$ cat src/rtl/lsx_pkg.sv
package lsx_pkg;

   typedef enum logic [1:0] {
      AM_OFFSET = 2'd0,
      AM_PRE    = 2'd1,
      AM_POST   = 2'd2,
      AM_RSVD   = 2'd3
   } amode_e;

   typedef enum logic [1:0] {
      SZ_BYTE = 2'd0,
      SZ_HALF = 2'd1,
      SZ_WORD = 2'd2,
      SZ_DBL  = 2'd3
   } asize_e;

endpackage

$ cat src/rtl/lsx_agu.sv
module lsx_agu
   import lsx_pkg::*;
#(
   parameter int XLEN  = 64,
   parameter int OFF_W = 12
) (
   input  logic [XLEN-1:0]  base_i,
   input  logic [OFF_W-1:0] offset_i,
   input  amode_e           mode_i,
   output logic [XLEN-1:0]  addr_o,
   output logic             wb_en_o,
   output logic [XLEN-1:0]  wb_base_o
);

   localparam int EXT_W = XLEN - OFF_W;

   logic [XLEN-1:0] off_ext;
   logic [XLEN-1:0] sum;

   assign off_ext = {{EXT_W{offset_i[OFF_W-1]}}, offset_i};
   assign sum     = base_i + off_ext;

   always_comb begin
      unique case (mode_i)
         AM_PRE: begin
            addr_o    = sum;
            wb_en_o   = 1'b1;
            wb_base_o = sum;
         end
         AM_POST: begin
            addr_o    = base_i;
            wb_en_o   = 1'b1;
            wb_base_o = sum;
         end
         default: begin
            addr_o    = sum;
            wb_en_o   = 1'b0;
            wb_base_o = base_i;
         end
      endcase
   end

endmodule

$ cat src/rtl/lsx_lanes.sv
module lsx_lanes
   import lsx_pkg::*;
#(
   parameter int LANES = 8,
   localparam int LN_W = $clog2(LANES),
   localparam int DW   = LANES * 8
) (
   input  logic [LN_W-1:0] addr_lo_i,
   input  asize_e          size_i,
   input  logic [DW-1:0]   wdata_i,
   output logic [LN_W-1:0] lane_o,
   output logic [LANES-1:0] be_o,
   output logic [DW-1:0]   wdata_o
);

   logic [LN_W:0]   span;
   logic [LN_W-1:0] keep;

   assign span   = (LN_W+1)'((LN_W+1)'(1) << size_i) - (LN_W+1)'(1);
   assign keep   = ~span[LN_W-1:0];
   assign lane_o = addr_lo_i & keep;

   for (genvar g = 0; g < LANES; g++) begin : g_be
      assign be_o[g] = ((LN_W'(g) & keep) == lane_o);
   end

   assign wdata_o = wdata_i << {lane_o, 3'b000};

endmodule

$ cat src/rtl/lsx_ram.sv
module lsx_ram #(
   parameter int WORDS = 32,
   parameter int LANES = 8,
   localparam int IDX_W = $clog2(WORDS),
   localparam int DW    = LANES * 8
) (
   input  logic             clk,
   input  logic             wr_en_i,
   input  logic             rd_en_i,
   input  logic [IDX_W-1:0] idx_i,
   input  logic [LANES-1:0] be_i,
   input  logic [DW-1:0]    wdata_i,
   output logic [DW-1:0]    rdata_o
);

   for (genvar g = 0; g < LANES; g++) begin : g_bank
      logic [7:0] bank [WORDS];
      logic [7:0] rd_q;

      always_ff @(posedge clk) begin
         if (wr_en_i && be_i[g]) begin
            bank[idx_i] <= wdata_i[g*8 +: 8];
         end
         if (rd_en_i) begin
            rd_q <= bank[idx_i];
         end
      end

      assign rdata_o[g*8 +: 8] = rd_q;
   end

endmodule

$ cat src/rtl/lsx_extend.sv
module lsx_extend
   import lsx_pkg::*;
#(
   parameter int XLEN = 64,
   localparam int LN_W = $clog2(XLEN / 8)
) (
   input  logic [XLEN-1:0] word_i,
   input  logic [LN_W-1:0] lane_i,
   input  asize_e          size_i,
   input  logic            signed_i,
   output logic [XLEN-1:0] data_o
);

   logic [XLEN-1:0] shifted;
   logic            fill;

   assign shifted = word_i >> {lane_i, 3'b000};

   always_comb begin
      fill = 1'b0;
      unique case (size_i)
         SZ_BYTE: begin
            fill   = signed_i & shifted[7];
            data_o = {{(XLEN-8){fill}}, shifted[7:0]};
         end
         SZ_HALF: begin
            fill   = signed_i & shifted[15];
            data_o = {{(XLEN-16){fill}}, shifted[15:0]};
         end
         SZ_WORD: begin
            fill   = signed_i & shifted[31];
            data_o = {{(XLEN-32){fill}}, shifted[31:0]};
         end
         default: begin
            data_o = shifted;
         end
      endcase
   end

endmodule

$ cat src/rtl/lsx_ldst.sv
module lsx_ldst
   import lsx_pkg::*;
#(
   parameter int XLEN      = 64,
   parameter int OFF_W     = 12,
   parameter int RAM_WORDS = 32,
   parameter int SP_ALIGN  = 16,
   parameter bit SP_CHECK  = 1'b1,
   localparam int LANES = XLEN / 8,
   localparam int LN_W  = $clog2(LANES),
   localparam int IDX_W = $clog2(RAM_WORDS)
) (
   input  logic             clk,
   input  logic             rst_n,
   input  logic             req_valid,
   input  logic             req_store,
   input  logic [1:0]       req_mode,
   input  logic [1:0]       req_size,
   input  logic             req_signed,
   input  logic [XLEN-1:0]  req_base,
   input  logic [OFF_W-1:0] req_offset,
   input  logic             req_base_is_sp,
   input  logic [XLEN-1:0]  req_wdata,
   output logic             rsp_valid,
   output logic [XLEN-1:0]  rsp_addr,
   output logic [LANES-1:0] rsp_be,
   output logic [XLEN-1:0]  rsp_rdata,
   output logic             rsp_wb_en,
   output logic [XLEN-1:0]  rsp_wb_base,
   output logic             rsp_align_err
);

   if (XLEN != 64) begin : g_bad_xlen
      $error("lsx_ldst: XLEN must be 64");
   end
   if (OFF_W < 2 || OFF_W >= XLEN) begin : g_bad_off
      $error("lsx_ldst: OFF_W out of range");
   end
   if (RAM_WORDS < 2 || (RAM_WORDS & (RAM_WORDS - 1)) != 0) begin : g_bad_ram
      $error("lsx_ldst: RAM_WORDS must be a power of two");
   end
   if (SP_ALIGN < 1 || (SP_ALIGN & (SP_ALIGN - 1)) != 0 || SP_ALIGN > 4096) begin : g_bad_align
      $error("lsx_ldst: SP_ALIGN must be a power of two");
   end

   amode_e          mode;
   asize_e          size;
   logic [XLEN-1:0] addr;
   logic            wb_en;
   logic [XLEN-1:0] wb_base;
   logic [LN_W-1:0] lane;
   logic [LANES-1:0] be;
   logic [XLEN-1:0] lane_wdata;
   logic [XLEN-1:0] ram_rdata;
   logic            misalign;

   assign mode = amode_e'(req_mode);
   assign size = asize_e'(req_size);

   lsx_agu #(.XLEN(XLEN), .OFF_W(OFF_W)) u_agu (
      .base_i    (req_base),
      .offset_i  (req_offset),
      .mode_i    (mode),
      .addr_o    (addr),
      .wb_en_o   (wb_en),
      .wb_base_o (wb_base)
   );

   lsx_lanes #(.LANES(LANES)) u_lanes (
      .addr_lo_i (addr[LN_W-1:0]),
      .size_i    (size),
      .wdata_i   (req_wdata),
      .lane_o    (lane),
      .be_o      (be),
      .wdata_o   (lane_wdata)
   );

   lsx_ram #(.WORDS(RAM_WORDS), .LANES(LANES)) u_ram (
      .clk     (clk),
      .wr_en_i (req_valid & req_store),
      .rd_en_i (req_valid & ~req_store),
      .idx_i   (addr[LN_W +: IDX_W]),
      .be_i    (be),
      .wdata_i (lane_wdata),
      .rdata_o (ram_rdata)
   );

   if (SP_CHECK) begin : g_sp_chk
      localparam logic [XLEN-1:0] ALIGN_MASK = XLEN'(SP_ALIGN - 1);
      assign misalign = req_base_is_sp & (|(req_base & ALIGN_MASK));
   end else begin : g_sp_none
      assign misalign = 1'b0;
   end

   logic            q_valid;
   logic [XLEN-1:0] q_addr;
   logic [LANES-1:0] q_be;
   logic            q_wb_en;
   logic [XLEN-1:0] q_wb_base;
   logic            q_align;
   logic [LN_W-1:0] q_lane;
   asize_e          q_size;
   logic            q_signed;

   always_ff @(posedge clk or negedge rst_n) begin
      if (!rst_n) begin
         q_valid   <= 1'b0;
         q_wb_en   <= 1'b0;
         q_align   <= 1'b0;
         q_addr    <= '0;
         q_be      <= '0;
         q_wb_base <= '0;
         q_lane    <= '0;
         q_size    <= SZ_BYTE;
         q_signed  <= 1'b0;
      end else begin
         q_valid <= req_valid;
         q_wb_en <= req_valid & wb_en;
         q_align <= req_valid & misalign;
         if (req_valid) begin
            q_addr    <= addr;
            q_be      <= be;
            q_wb_base <= wb_base;
            q_lane    <= lane;
            q_size    <= size;
            q_signed  <= req_signed;
         end
      end
   end

   lsx_extend #(.XLEN(XLEN)) u_ext (
      .word_i   (ram_rdata),
      .lane_i   (q_lane),
      .size_i   (q_size),
      .signed_i (q_signed),
      .data_o   (rsp_rdata)
   );

   assign rsp_valid     = q_valid;
   assign rsp_addr      = q_addr;
   assign rsp_be        = q_be;
   assign rsp_wb_en     = q_wb_en;
   assign rsp_wb_base   = q_wb_base;
   assign rsp_align_err = q_align;

endmodule

$ cat config.mk
export PLATFORM = sky130hd
export DESIGN_NAME = lsx_ldst
export DESIGN_NICKNAME = d
export VERILOG_FILES = /design/src/rtl/lsx_pkg.sv /design/src/rtl/lsx_agu.sv /design/src/rtl/lsx_lanes.sv /design/src/rtl/lsx_ram.sv /design/src/rtl/lsx_extend.sv /design/src/rtl/lsx_ldst.sv
export SDC_FILE = /design/constraint.sdc
export NUM_CORES = 2
export LEC_CHECK = 0
export ABC_AREA = 0
export BUFFER_PORTS_ARGS = -buffer_cell sky130_fd_sc_hd__buf_2
export CAP_MARGIN = 5
export CORE_MARGIN = 1
export CORE_UTILIZATION = 55
export CTS_CLUSTER_DIAMETER = 100
export CTS_CLUSTER_SIZE = 28
export DETAILED_ROUTE_END_ITERATION = 6
export HOLD_SLACK_MARGIN = 0.1
export PLACE_DENSITY = 0.79
export SLEW_MARGIN = 40
export SYNTH_ARGS = -nofsm -noshare
export SYNTH_HDL_FRONTEND = slang
export SYNTH_SLANG_ARGS = --single-unit
$ cat constraint.sdc
create_clock -name clk -period 3.5 [get_ports clk]
set_input_delay 0.525 -clock clk [delete_from_list [all_inputs] [get_ports clk]]
set_output_delay 0.525 -clock clk [all_outputs]
set_load 0.02 [all_outputs]
==> summary.txt <==
Status -> finished, violations left
Violated checks -> negative setup slack
Core ar. -> 0.170 mm²
Synth Net Count -> 5671
Crit. End Element -> output port
Routed wire per std cell -> 30.9 µm
Max Freq -> 278 MHz
Kind of critical path -> reg -> out
Fill count -> 10900
Avg Cell Area, Syn -> 17.3 µm²
R2r worst-path depth -> 5
Final Cycle Share -> 103%
Final Hold Viols -> 0
DR vias -> 58900
Initial Utilization -> 55.5%
Commonest non-fill, non-tap cell in the layout -> edfxtp_1
Hold Worst Slack -> 0.183 ns
Sequential area share after synthesis -> 71.2%
Max-cap violations -> 0
Min-delay src -> req_base[1]
Count of final max-slew check failures -> 0
Reg-to-reg critical path endpoint -> u_ram.g_bank[0].rd_q[6]
Setup violators final -> 45
CP max stage delay -> 0.70 ns
WL final -> 273 mm
Crit-path cells -> mux2i_1 -> nor2_1 -> a21oi_1 -> mux2i_1 -> nor2_1 -> a2111o_1 -> o31a_4 -> o21ai_0 -> buf_2
Layout cell share with drive strength beyond 1 -> 33.3%
DRT iter0 DRCs -> 8969
Commonest non-fill, non-tap cells in the layout -> edfxtp_1 (2112), buf_4 (756), mux4_2 (547)
CP Max Fanout -> 8
Die Area -> 0.173 mm²
Total Routing Usage GR -> 31.4%
Max_slew headroom -> 37.6%
Hold endpoint -> rsp_wb_base[1]
Worst hold path class -> in -> reg
Placed insts -> 8617
Worst r2r src -> u_ram.g_bank[0].bank[22][6]
Mapped Area -> 0.0942 mm²
First-pass GRT wire length -> 393 mm
Synth Warn # -> 0
DP HPWL -> 189 mm
CP startpoint kind -> flop
Die Wd -> 416 µm
Post-synthesis cell count -> 5456
Num CTS Buffers -> 94
PwrDens -> 532 mW/mm²
Leakage -> 36.9 nW
Yosys reg bits -> 2257
VDD IR max -> 0.532 mV
Root Driver -> clkbuf_16
Worst setup margin -> -0.0925 ns
Area Growth Syn to Fin -> 18.0%
Flop-to-flop setup slack -> 1.50 ns
Placer Congestion -> 0.979
Arr. time, crit path -> 3.07 ns
Sequential Area -> 0.0671 mm²
Vias per cell -> 6.65
CP delay by family, top -> compound AO/OA/AOI/OAI gates
1st-pass router iterations -> 7
ANT nets after route -> 0
CTS tree -> done
Finished Layout Cells -> 8855
CTS Sinks -> 2257
Top FF cell, synth -> edfxtp_1
Area after DPL -> 0.107 mm²
Worst Tran Pin Value -> 0.935 ns
Largest net degree at the start of global routing -> 220
Multi-input gate area -> 0.0265 mm²
Number of global-route vias before repair -> 58100
Row cnt -> 151
Unrepaired setup endpoints after global routing -> true
Port Buf Inserts -> 352
Number of enable flip-flop cells after synthesis -> 2112
Fin nets -> 6786
Initial antenna violation count -> 15
Fraction of registers with async set/reset -> 6.42%
I/O pin count -> 353
Synth unique cells -> 74
Design Area, Final -> 0.111 mm²
CP required -> 2.97 ns
H-tree depth -> 3
Slowest-stage cell, CP -> edfxtp_1
Bufs and invs on worst path -> 1
Clock transition at path regs -> 0.11 ns
Clk buf depth -> 3
Final Power -> 0.0592 W
Clock Latency Late Sink -> 0.81 ns
Min Tclk post-route -> 3.59 ns
Worst Hold Depth -> 4
Total gr overflow -> 0
Clock Skews -> 0.0433 ns
Chip height -> 416 µm
Residual DRC -> 0
==> repair_timing <==
action / in CTS / in global routing
buffers inserted: 9 / 3
hold endpoints to repair: 151 / 0
endpoints found under the setup margin: 52 / 67
gates cloned: 2 / 1
resized for setup: 15 / 24
pin swaps: 2 / 0
hold buffers: 60 / 0
==> worst max-delay path by stage <==
| stage | start | to | cells past startpoint |
|---|---|---|---|
| 3_3_place_gp | req_base[0] | u_ram.g_bank[7].bank[3][5] | 15 |
| 5_1_grt | u_ram.g_bank[0].rd_q[7] | rsp_rdata[36] | 9 |
| 2_1_floorplan | req_mode[0] | u_ram.g_bank[5].bank[0][2] | 10 |
| 6_report | u_ram.g_bank[0].rd_q[7] | rsp_rdata[32] | 9 |
| 4_1_cts | u_ram.g_bank[0].rd_q[7] | rsp_rdata[36] | 9 |
| 3_5_place_dp | req_base[0] | u_ram.g_bank[5].bank[12][4] | 16 |
==> worst register-to-register path: cells and delay by family, from the launching register on <==
family,cells,cell delay (ns)
compound gates,2,0.48
simple gates,1,0.09
mux,2,0.78
flops,1,0.39
==> Yosys cell counts, types with 6 or more instances <==
master / instances / area share [%]
edfxtp_1: 2112 / 67
nand4_1: 56 / 0.37
xnor2_1: 25 / 0.23
a221oi_1: 17 / 0.16
xor2_1: 20 / 0.19
a22o_1: 13 / 0.12
or4_1: 11 / 0.088
a21oi_1: 235 / 1.2
dfrtp_1: 145 / 3.9
a22oi_1: 179 / 1.4
nand2_1: 430 / 1.7
buf_2: 52 / 0.28
o21ai_0: 109 / 0.58
o2111ai_1: 6 / 0.056
and2_1: 11 / 0.073
o21a_1: 15 / 0.12
inv_1: 65 / 0.26
o31ai_1: 13 / 0.10
mux2i_1: 101 / 1.1
ha_1: 64 / 0.85
and3_1: 17 / 0.11
mux4_2: 547 / 13
nor3_1: 12 / 0.064
nand2b_1: 12 / 0.080
o22ai_1: 27 / 0.18
buf_4: 46 / 0.37
or3_1: 6 / 0.040
o211ai_1: 19 / 0.15
a31oi_1: 73 / 0.48
o21ai_1: 9 / 0.048
clkbuf_1: 179 / 0.71
nor2b_1: 31 / 0.21
o21bai_1: 17 / 0.14
nor2_1: 491 / 2.0
mux2_2: 59 / 0.71
buf_1: 57 / 0.23
nand3_1: 66 / 0.35
a21o_1: 36 / 0.29
==> per-stage QoR <==
stage	util [%]	TNS [ns]	setup slack, ns
2_1_floorplan	-	-210.92	-0.566
3_3_place_gp	63.4	-1025.14	-0.743
3_5_place_dp	63.4	-1106.04	-0.687
4_1_cts	65.4	-0.0856	-0.0122
5_1_grt	65.5	-7.15	-0.202
6_report	65.5	-1.81	-0.0925
==> state kept, by name (all words and copies together), names as in the netlist <==
register and cells:
q_lane 3, q_signed 1, q_size 2, rsp_addr 64, rsp_align_err 1, rsp_be 8, rsp_valid 1, rsp_wb_base 64
rsp_wb_en 1, u_ram.g_bank.bank 2048, u_ram.g_bank.rd_q 64
==> layout make-up <==
cell class	count	area share (%)
antenna	18	0.0405
timing repair buffer	1352	10.6
sequential	2257	60.3
inverter	67	0.226
clock inverter	15	0.239
multi-input combinational	2799	23.9
clock buffer	129	2.25
tap	2218	2.50
==> report_power, final <==
part | total [W] | switching, W | internal, W
Clock | 0.0134 | 0.00811 | 0.00525
Combinational | 0.0141 | 0.00837 | 0.00572
Sequential | 0.0317 | 0.000567 | 0.0312
==> kinds of logic after synthesis <==
group / Yosys count / synth area share, %
flip-flops: 2257 / 71.2
AND/OR/NAND/NOR: 1163 / 5.22
AO/OA/AOI/OAI: 816 / 5.60
multiplexers: 707 / 14.9
buffers and inverters: 403 / 1.87
adder cells (fa/ha/maj): 65 / 0.871
XOR/XNOR: 45 / 0.418
==> metal layers <==
metal,up-vias,track usage (%),wire length (µm)
met4,2,16.8,16900
met1,29800,40.8,94000
met3,794,5.84,30800
met5,-,0,7
li1,23900,-,-
met2,4361,50.6,132000
No activity file was read; power rests on OpenSTA's default activity.
